<file path="config.mk">
export PLATFORM = sky130hd
export DESIGN_NAME = dreq_sched
export DESIGN_NICKNAME = d
export VERILOG_FILES = /design/src/rtl/dreq_pkg.sv /design/src/rtl/dreq_sync_edge.sv /design/src/rtl/dreq_chan_flags.sv /design/src/rtl/dreq_engine.sv /design/src/rtl/dreq_sched.sv
export SDC_FILE = /design/constraint.sdc
export NUM_CORES = 1
export LEC_CHECK = 0
export ABC_AREA = 1
export ABC_CLOCK_PERIOD_IN_PS = 4030
export CAP_MARGIN = 30
export CELL_PAD_IN_SITES_DETAIL_PLACEMENT = 1
export CELL_PAD_IN_SITES_GLOBAL_PLACEMENT = 2
export CORE_MARGIN = 2
export CORE_UTILIZATION = 28
export DETAILED_ROUTE_END_ITERATION = 8
export GPL_TIMING_DRIVEN = 0
export PLACE_DENSITY_LB_ADDON = 0.1
export SLEW_MARGIN = 20
export SYNTH_ARGS = -nofsm -noshare
export SYNTH_HDL_FRONTEND = slang
export SYNTH_HIERARCHICAL = 1
export SYNTH_SLANG_ARGS = --single-unit
</file>
<file path="constraint.sdc">
create_clock -name clk -period 4.03 [get_ports clk]
set_clock_uncertainty 0.1 [all_clocks]
set_input_delay 0.806 -clock clk [delete_from_list [all_inputs] [get_ports clk]]
set_output_delay 0.806 -clock clk [all_outputs]
set_load 0.02 [all_outputs]
</file>
<file path="src/rtl/dreq_pkg.sv">
package dreq_pkg;
  typedef enum logic [1:0] {
    ENG_IDLE  = 2'd0,
    ENG_BURST = 2'd1,
    ENG_CHECK = 2'd2
  } eng_state_e;
endpackage

</file>
<file path="src/rtl/dreq_sync_edge.sv">
module dreq_sync_edge #(
  parameter int NREQ = 4
) (
  input  logic            clk,
  input  logic            rst_n,
  input  logic [NREQ-1:0] req_i,
  output logic [NREQ-1:0] level_o,
  output logic [NREQ-1:0] rise_o
);
  logic [NREQ-1:0] s1_q, s2_q, s3_q;

  always_ff @(posedge clk or negedge rst_n) begin
    if (!rst_n) begin
      s1_q <= '0;
      s2_q <= '0;
      s3_q <= '0;
    end else begin
      s1_q <= req_i;
      s2_q <= s1_q;
      s3_q <= s2_q;
    end
  end

  assign level_o = s2_q;
  assign rise_o  = s2_q & ~s3_q;
endmodule

</file>
<file path="src/rtl/dreq_chan_flags.sv">
module dreq_chan_flags #(
  parameter int NREQ = 4,
  parameter int NCH  = 4
) (
  input  logic                clk,
  input  logic                rst_n,
  input  logic [NREQ-1:0]     rise_i,
  input  logic [NCH*NREQ-1:0] map_i,
  input  logic                host_we_i,
  input  logic                host_sel_i,
  input  logic [NCH-1:0]      host_wdata_i,
  input  logic [NCH-1:0]      clr_pend_i,
  output logic [NCH-1:0]      pend_o,
  output logic [NCH-1:0]      err_o,
  output logic [NCH-1:0]      mask_o
);
  logic err_clr_wr;
  assign err_clr_wr = host_we_i && !host_sel_i;

  always_ff @(posedge clk or negedge rst_n) begin
    if (!rst_n)                       mask_o <= '0;
    else if (host_we_i && host_sel_i) mask_o <= host_wdata_i;
  end

  for (genvar c = 0; c < NCH; c++) begin : g_ch
    logic hit;
    assign hit = |(rise_i & map_i[c*NREQ +: NREQ]);

    always_ff @(posedge clk or negedge rst_n) begin
      if (!rst_n) begin
        pend_o[c] <= 1'b0;
        err_o[c]  <= 1'b0;
      end else begin
        if (err_clr_wr && host_wdata_i[c]) err_o[c] <= 1'b0;
        if (clr_pend_i[c])                 pend_o[c] <= 1'b0;
        if (hit) begin
          if (pend_o[c]) err_o[c]  <= 1'b1;
          else           pend_o[c] <= 1'b1;
        end
      end
    end
  end
endmodule

</file>
<file path="src/rtl/dreq_engine.sv">
module dreq_engine
  import dreq_pkg::*;
#(
  parameter int NREQ = 4,
  parameter int NCH  = 4,
  parameter int WM_W = 3,
  localparam int CH_W = (NCH > 1) ? $clog2(NCH) : 1
) (
  input  logic                clk,
  input  logic                rst_n,
  input  logic [NCH-1:0]      pend_i,
  input  logic [NCH-1:0]      err_i,
  input  logic [NREQ-1:0]     level_i,
  input  logic [NCH*NREQ-1:0] map_i,
  input  logic [WM_W-1:0]     wm_i,
  input  logic                ready_i,
  output logic [NCH-1:0]      xfer_o,
  output logic [NCH-1:0]      clr_pend_o,
  output logic [NCH-1:0]      done_o
);
  eng_state_e      st_q;
  logic [CH_W-1:0] cur_q, pick;
  logic [WM_W-1:0] cnt_q, wm_q;
  logic [NCH-1:0]  elig;
  logic            more, finish;

  assign elig = pend_i & ~err_i;

  // later iterations overwrite earlier ones: highest index wins
  always_comb begin
    pick = '0;
    for (int c = 0; c < NCH; c++)
      if (elig[c]) pick = CH_W'(c);
  end

  assign more   = |(level_i & map_i[cur_q*NREQ +: NREQ]);
  assign finish = (st_q == ENG_CHECK) && !err_i[cur_q] && !more;

  always_comb begin
    xfer_o     = '0;
    clr_pend_o = '0;
    if (st_q == ENG_BURST) xfer_o[cur_q]     = 1'b1;
    if (finish)            clr_pend_o[cur_q] = 1'b1;
  end

  always_ff @(posedge clk or negedge rst_n) begin
    if (!rst_n) begin
      st_q   <= ENG_IDLE;
      cur_q  <= '0;
      cnt_q  <= '0;
      wm_q   <= '0;
      done_o <= '0;
    end else begin
      done_o <= clr_pend_o;
      unique case (st_q)
        ENG_IDLE: if (|elig) begin
          cur_q <= pick;
          cnt_q <= '0;
          wm_q  <= wm_i;
          st_q  <= ENG_BURST;
        end
        ENG_BURST: if (ready_i) begin
          if (cnt_q == wm_q) st_q  <= ENG_CHECK;
          else               cnt_q <= cnt_q + 1'b1;
        end
        ENG_CHECK: begin
          if (!err_i[cur_q] && more) begin
            cnt_q <= '0;
            wm_q  <= wm_i;
            st_q  <= ENG_BURST;
          end else begin
            st_q  <= ENG_IDLE;
          end
        end
        default: st_q <= ENG_IDLE;
      endcase
    end
  end
endmodule

</file>
<file path="src/rtl/dreq_sched.sv">
module dreq_sched #(
  parameter int NREQ = 4,
  parameter int NCH  = 4,
  parameter int WM_W = 3
) (
  input  logic                clk,
  input  logic                rst_n,
  input  logic [NREQ-1:0]     req_i,
  input  logic [NCH*NREQ-1:0] map_i,
  input  logic [WM_W-1:0]     wm_i,
  input  logic                host_we_i,
  input  logic                host_sel_i,
  input  logic [NCH-1:0]      host_wdata_i,
  output logic [NCH-1:0]      xfer_o,
  input  logic                xfer_ready_i,
  output logic [NCH-1:0]      done_o,
  output logic [NCH-1:0]      pend_o,
  output logic [NCH-1:0]      err_o,
  output logic [NREQ-1:0]     mirror_o,
  output logic                irq_o
);
  logic [NREQ-1:0] rise;
  logic [NCH-1:0]  clr_pend, mask;

  dreq_sync_edge #(.NREQ(NREQ)) u_sync (
    .clk(clk), .rst_n(rst_n), .req_i(req_i),
    .level_o(mirror_o), .rise_o(rise)
  );

  dreq_chan_flags #(.NREQ(NREQ), .NCH(NCH)) u_flags (
    .clk(clk), .rst_n(rst_n), .rise_i(rise), .map_i(map_i),
    .host_we_i(host_we_i), .host_sel_i(host_sel_i), .host_wdata_i(host_wdata_i),
    .clr_pend_i(clr_pend), .pend_o(pend_o), .err_o(err_o), .mask_o(mask)
  );

  dreq_engine #(.NREQ(NREQ), .NCH(NCH), .WM_W(WM_W)) u_eng (
    .clk(clk), .rst_n(rst_n), .pend_i(pend_o), .err_i(err_o),
    .level_i(mirror_o), .map_i(map_i), .wm_i(wm_i), .ready_i(xfer_ready_i),
    .xfer_o(xfer_o), .clr_pend_o(clr_pend), .done_o(done_o)
  );

  assign irq_o = |(err_o & mask);
endmodule

</file>
# Word level (Yosys, flattened, before mapping)
# Cells that the tools add are included.
# op_classes
n_addsub	1
order_cmp	2
n_eq_ne	8
shifts	1
n_mux	46
bitwise_logic	10
reduce_logical	27
# op_table
op	count
AND 4 bit	8
2-to-1 mux 1 bit	28
OR reduction 4 bit	7
2-to-1 mux 3 bit	6
variable part select 16 x 5 -> 4 bit	1
logical AND 1 bit	10
2-to-1 mux 2 bit	5
one-hot mux 3 bit (3 select lines)	1
2-to-1 mux 4 bit	2
!= test 2 bit (second input constant)	4
NOT 4 bit	2
one-hot mux 2 bit (3 select lines)	1
one-hot mux 3 bit (2 select lines)	1
AND reduction 3 bit	2
AND reduction 5 bit	1
adder 3 x 1 -> 3 bit (second input constant)	1
equality test 3 bit	1
zero test 1 bit	3
less-than comparator 2 x 3 -> 1 bit (second input constant)	1
nonzero test 3 bit	1
binary-select mux 1 bit (select 2 bit)	1
demux 1 bit (select 2 bit)	1
equality test 2 x 1 -> 1 bit (second input constant)	1
equality test 2 bit (second input constant)	1
other kinds (5)	5
# word_totals
register_bits	38
elab_cells	112

# Logic depth before layout (Yosys ltp)
# Gate-level depths: netlist of run 1.
# depth
depth_word	9
ltp_mapped	13

# Hierarchy
# The synthesis of run 1 kept the hierarchy.
# modules_own_cells
module	n_inst	cells_per_inst	area_each_um2
dreq_engine	1	144	922.1
dreq_chan_flags	1	79	584.3
dreq_sync_edge	1	20	340.3
dreq_sched	1	9	33.8

# Worst setup path before layout of run 1
# No wires, ideal clock.
# synth_path
path_kind	reg-to-output
startpoint	register u_eng.st_q[0]
endpoint	output xfer_o[0]
arrival_time_ns	0.999
t_required_ns	3.124
setup_slack_ns	2.125
stages_incl_launch_ff	5
path_buffers	0
path_cell_list	dfrtp_1 > inv_1 > nor2_1 > inv_1 > nor2_1
# synth_between
elab_chain_len	2
# synth_rtl
element	line_no	text
start, declared	dreq_engine.sv:21	eng_state_e st_q;
start signal, assigned	dreq_engine.sv:48	st_q <= ENG_IDLE;
start signal, assigned	dreq_engine.sv:60	st_q <= ENG_BURST;
start signal, assigned	dreq_engine.sv:63	if (cnt_q == wm_q) st_q <= ENG_CHECK;
equality test 2 x 1 -> 1 bit	dreq_engine.sv:42	if (st_q == ENG_BURST) xfer_o[cur_q] = 1'b1;
2-to-1 mux 4 bit	dreq_engine.sv:42	
end, declared	dreq_sched.sv:14	output logic [NCH-1:0] xfer_o,
# Every way passes these cells.

# Final worst setup path of run 1
# layout_path
startpoint	register u_eng.st_q[0]
endpoint	output xfer_o[2]
# The elaborated chain is that of the path after synthesis.

==> impl_results.md, run 1 <==
* Area post-placement at roughly 0.0025 sq mm
* Xor and xnor area share after synthesis at under 10%
* Switch Pwr at ~560 uW
* TritonCTS clock tree: yes
* Critical Path Sink Type: primary output
* Non-filler cells, final at 390
* CP required at roughly 3100 ps
* Post-CTS Setup Inserts at 0
* Final Setup Violations at 0
* Compound-gate portion of the synthesized area at 6.65%
* Number of DRC markers in iteration 0 at 33
* Cell row count at 29
* ANT cells at 0
* Slew headroom at 76.8%
* Clk slew on worst S/H paths at 80 ps
* Core Area at roughly 0.0064 sq mm
* Sequential power share at between 30% and 40%
* Via density at about 4.5
* Most frequent cell after synthesis: nand2_1
* Die Y at roughly 86 microns
* Worst hold path class: reg -> reg
* Detail Route Antenna Nets at 0
* Most used DFF post-synth: dfrtp_1
* Cell Pwr Density at around 550 mW/mm^2
* Fin area at 0.00263 sq mm
* Total of max-cap violations at 0
* Switch share at between 30% and 40%
* Syn_nets at approximately 290
* Total CTS buffers at 5
* Share of layout cells above drive strength 1 at under 10%
* Initial Util at 29.3%
* Root Buffer: clkbuf_8
* Mapped Area at ~0.0019 sq mm
* # resized after CTS at 0
* Die footprint at roughly 0.0074 sq mm
* Skew-Pair Late Insertion Delay at between 200 and 300 ps
* Clock power frac at a little under a quarter
* Via count at ~1800
* Synth-to-layout area growth at 39.7%
* Vias in the first global route at 1810
* Final net count at roughly 350
* Syn Area/Cell at 7.46 sq um
* Worst Setup Start Kind: register
* Commonest cells post-synth: nand2_1, dfrtp_1, inv_1
* Post-Synth Adder-Cell Area at less than 1%
* Io pins at 53
* Crit path kind: reg -> out
* LEAKAGE at between 0.001 and 0.0015 uW
* Unique masters post-synth at 21
* CTS Hold Bufs at 0
* Async SR Flop Fraction at 100%
* Synth top area cells: dfrtp_1, nand2_1, inv_1
* Die Wd at 86.0 microns
* Fmax at roughly 350 MHz
* Drt first pass iters at 4
* Mux contribution to synthesized area at less than 1%
* Cell Int Power at around 900 uW
* Gate Count Post-Synth at about 250
* Synth Area in Simple Gates at 33.2%
* PortBufs at between 50 and 60
* Clock Path Buffers at 2
* Max IR drop VDD at about 220 uV
* Setup TNS at 0 ps
* Final period utilization at a little over 70%
* Initial antenna violation count at 0
* Final WL at 5280 microns
* First-pass GRT wire length at between 8000 and 9000 microns
* Area share of the largest cell type after synthesis at 50.6%
* Residual DRC count at 0
* Number of cells after detailed placement at around 380
* Status: complete, no violations
* Cell taking the most area after synthesis: dfrtp_1
* WL/cell at between 10 and 15 microns
* Tot GR Track Use at between 15 and 20%
* Post-synth EDFFs at 0
* Detail Placement HPWL at around 4200 microns
* H-tree levels at 2
* TritonCTS sink count at 38
* Synth Register Bits at 38
* Crit Path Max Fanout at 8
* CP max stage delay at 620 ps
* Slew Limit Fails at 0
* Largest net degree at the start of global routing at 27
* Final Critical Period at ~2900 ps
* GPL Wtd Cong at 0.762
* CP Data Arrival Time at 1950 ps
* Worst-margin pin slew at approximately 350 ps
* Highest-delay cell along the critical path: clkdlybuf4s50_1
* Combinational fraction of design power at between 40% and 50%
* Worst path cell trace: inv_1 > nor2_1 > inv_1 > nor2_1 > clkdlybuf4s50_1
* Register area share after synthesis at 50.6%
* RSZ-0062 raised after global routing: false
* Largest family of logic cells by synthesized area: simple AND/OR/NAND/NOR gates
* Global route overflow at 0
* Hold Vio Cnt, Final at 0
* Synthesis warning total at 6
[worst max-delay path, delay by kind of cell, from the launching register on]
family	cells	cell delay, ps
buffers and inverters	3	890
DFF	1	420
and+or+nand+nor	2	350
[layout by cell type, fill, tap and decap left out, drive strengths merged, types with 2 or more instances in the layout]
cell type | netlist | layout
nor2 | 23 | 23
clkbuf | 0 | 5
dfrtp | 38 | 38
nand2 | 115 | 115
clkinvlp | 0 | 2
nand3 | 9 | 9
a21oi | 4 | 4
inv | 26 | 26
buf | 3 | 5
clkdlybuf4s50 | 0 | 51
or2 | 4 | 4
o21ai | 21 | 21
xnor2 | 4 | 4
[flip-flops by register name, summed over array words and instances (netlist names)]
name,count
u_eng/cur_q,2
u_sync/s1_q,4
u_sync/level_o,4
u_flags/err_o,4
u_eng/cnt_q,3
u_flags/pend_o,4
u_flags/mask_o,4
u_sync/s3_q,4
u_eng/wm_q,3
u_eng/done_o,4
u_eng/st_q,2
[cell families after synthesis]
logic type                 after synthesis
buffers and inverters                   29
DFF                                     38
xor gates and xnor gates                 4
and+or+nand+nor                        154
muxes                                    1
AOI/OAI and AO/OA                       25
adders and majority gates                1
[final timing paths]
kind / start / end / slack [ps] / depth (start not counted)
setup / recovery: u_eng/st_q[0] / xfer_o[2] / 1170 / 5
hold / removal: u_sync/s1_q[1] / u_sync/level_o[1] / 250 / 0
min in group asynchronous: rst_n / u_flags/pend_o[1] / 300 / 1
hold reg to reg: u_sync/s1_q[1] / u_sync/level_o[1] / 250 / 0
setup reg to reg: u_eng/cur_q[0] / u_flags/pend_o[2] / 2050 / 11
max in group asynchronous: rst_n / u_sync/s1_q[0] / 3090 / 2
[layout make-up]
class	instances	area, sq um
fill	813	3800
sequential	38	951
multi-input combinational	185	808
timing repair buffer	53	536
inverter	26	97.6
tap	77	96.3
clock buffer	5	68.8
clock inverter	3	45.0
buffer	3	23.8
[power groups by stage]
| stage | combinational, uW | clock (uW) | sequential [uW] |
|---|---|---|---|
| 2_1_floorplan | 374 | 0 | 527 |
| 3_3_place_gp | 603 | 0 | 521 |
| 3_5_place_dp | 612 | 0 | 521 |
| 4_1_cts | 617 | 340 | 515 |
| 5_1_grt | 685 | 360 | 525 |
| 6_report | 604 | 327 | 513 |
[metrics by stage]
| stage | hold slack [ps] | worst slack [ps] | utilization (%) | power, uW |
|---|---|---|---|---|
| after CTS | 256 | 1160 | 40.9 | 1470 |
| after floorplan | 231 | 2130 | - | 901 |
| after global routing | 263 | 1040 | 40.9 | 1570 |
| after detailed placement | 236 | 1430 | 39.1 | 1130 |
| final | 253 | 1170 | 40.9 | 1440 |
| after global placement | 233 | 1050 | 38.9 | 1120 |
[layer usage]
metal,global-route usage (%),share of wire (%),up-vias
li1,-,-,893
met1,19.0,47,830
met2,26.1,48,36
met3,3.56,3.9,2
met4,3.90,0.55,0
met5,0,0,-
Power figures use the tool's default switching activity.
==> run 2: changes to the inputs <==
Settings changed: ABC_CLOCK_PERIOD_IN_PS 4030 to 2500, CORE_UTILIZATION 28 to 23.
Clock period 4.03 ns to 2.5 ns, I/O delays scaled along.
==> run 2 against run 1 <==
Clock power rose by 100%; hold slack about the same; total power is 69% higher; wire length up 3.4%; non-clock buffer count increased by 1; sequential power grew 62%; combinational power is 58% higher; count of clock-buffer cells in the layout increased by 1; via count up 0.23%; die area grew 21%.
==> impl_results.md, run 2 (synthesis gave the netlist of run 1 again) <==
* Detail Placement HPWL at between 4000 and 5000 microns
* Setup ws final at 248 ps
* CP max stage delay at 400 ps
* Final Setup Violations at 0
* Root Buffer: clkbuf_8
* First-pass GRT wire length at 9240 microns
* Most common cell after layout, fill and taps aside: nand2_1
* Total CTS buffers at 5
* Worst-margin pin slew at around 380 ps
* Reg2reg end: u_flags/pend_o[2]
* Status: complete, no violations
* ANT cells at 0
* Fmax at approximately 440 MHz
* Die Wd at around 94 microns
* Crit path kind: reg -> out
* Die Y at between 90 and 100 microns
* Critical R2R Launch: u_eng/cur_q[0]
* Die footprint at about 0.009 sq mm
* Crit path capture: xfer_o[3]
* Slew Limit Fails at 0
* PortBufs at 52
* M3 GR Usage at under 10%
* Clk slew on worst S/H paths at about 80 ps
* Tot GR Track Use at between 10% and 20%
* R2R Setup Slk at 520 ps
* Max IR drop VDD at about 230 uV
* Cell row count at 32
* Met2 global-route usage at about 23%
* Initial Util at 24.1%
* Crit Path Max Fanout at 8
* TritonCTS clock tree: yes
* Most crowded layer after global routing: met2
* Top delay family on crit path: buffers and inverters
* Met1 Usage GRT at 18.3%
* Number of DRC markers in iteration 0 at 48
* Critical Path Sink Type: primary output
* Largest net degree at the start of global routing at 30
* Final WL at between 5000 and 6000 microns
* Slew headroom at between 70 and 80%
* Worst Setup Start Kind: register
* Critical Path Stages at 5
* H-tree levels at 2
* Clock Path Buffers at 2
* Core Area at about 0.008 sq mm
* Vias in the first global route at ~1900
* Final Critical Period at 2250 ps
* Drt first pass iters at 4
* CP Data Arrival Time at 1650 ps
* Global route overflow at 0
* Synth-to-layout area growth at 43.1%
* DP Worst Slack at between 150 and 200 ps
* GPL Wtd Cong at a little over 0.7
* Detail Route Antenna Nets at 0
* WL/cell at about 13 microns
* Initial antenna violation count at 0
* Most frequent cells in the layout: nand2_1, clkdlybuf4s50_1, dfrtp_1
* Share of layout cells above drive strength 1 at under 10%
* CP required at about 1900 ps
* RSZ-0062 raised after global routing: false
* Worst path cell trace: inv_1 > nor2_1 > inv_1 > nor2_1 > dlygate4sd2_1
* Number of cells after detailed placement at between 400 and 500
* Via density at 4.24
* Total of max-cap violations at 0
* Non-filler cells, final at between 400 and 500
* Skew-Pair Late Insertion Delay at 290 ps
* Util after Layout at around 34%
* Post-CTS Setup Inserts at 0
* Hold Vio Cnt, Final at 0
* Final period utilization at 90.1%
* Cell Pwr Density at between 900 and 1000 mW/mm^2
* Crit path from: u_eng/st_q[0]
* Io pins at 53
* Pwr Total at around 2400 uW
* Residual DRC count at 0
* Final net count at approximately 350
* LEAKAGE at ~0.0014 uW
* TritonCTS sink count at 38
* R2r worst-path depth at 11
* Buffers plus inverters on the worst setup path at 3
* Worst hold path class: reg -> reg
* Hold Slack at between 200 and 300 ps
* Via count at 1765
* Highest-delay cell along the critical path: dfrtp_1
run 2: layer usage:
metal	part of all wire [%]	up-vias
li1	-	895
met1	48	826
met2	47	40
met3	3.8	4
met4	0.86	0
met5	0	-
run 2: where the power goes:
part           internal, uW  switching (uW)  leakage [uW]
registers               726             104      0.000447
clock network           426             228     0.0000714
logic                   386             571      0.000862
run 2: how the worst min path moves through the flow:
stage / endpoint / from / cells after the start / slack, ps
floorplan: u_eng/cnt_q[0] / rst_n / 0 / 100
global placement: u_sync/level_o[1] / u_sync/s1_q[1] / 0 / 230
detailed placement: u_sync/level_o[0] / u_sync/s1_q[0] / 0 / 240
CTS: u_sync/level_o[1] / u_sync/s1_q[1] / 0 / 250
global route: u_sync/level_o[1] / u_sync/s1_q[1] / 0 / 260
finish: u_sync/level_o[2] / u_sync/s1_q[2] / 0 / 250
run 2: area by class of cell:
type	instances	area, sq um
buffer	3	23.8
clock buffer	6	82.6
clock inverter	2	60.1
fill	975	5120
inverter	26	97.6
multi-input combinational	185	808
sequential	38	951
tap	102	128
timing repair buffer	54	541
run 2: stage by stage:
stage	setup TNS, ps	cell area [sq um]
5_1_grt	0	2690
3_3_place_gp	-9020	2530
4_1_cts	0	2690
6_report	0	2690
2_1_floorplan	0	1880
3_5_place_dp	0	2540
run 2: worst register-to-register path, stage by stage, from the launching register on:
cell and delay [ps]:
dfrtp_1 460, buf_4 210, nand2_1 60, nand2_1 70, nand2_1 60, nand2_1 50
nand2_1 70, nand4_1 130, nand3b_1 250, nor2_1 220, or2_1 140, nand2_1 50
run 2: what timing repair did:
item / CTS / global route
hold buffers: 1 / 0
resized for setup: 4 / 0
hold endpoints to repair: 9 / 0
endpoints found under the setup margin: 4 / 0
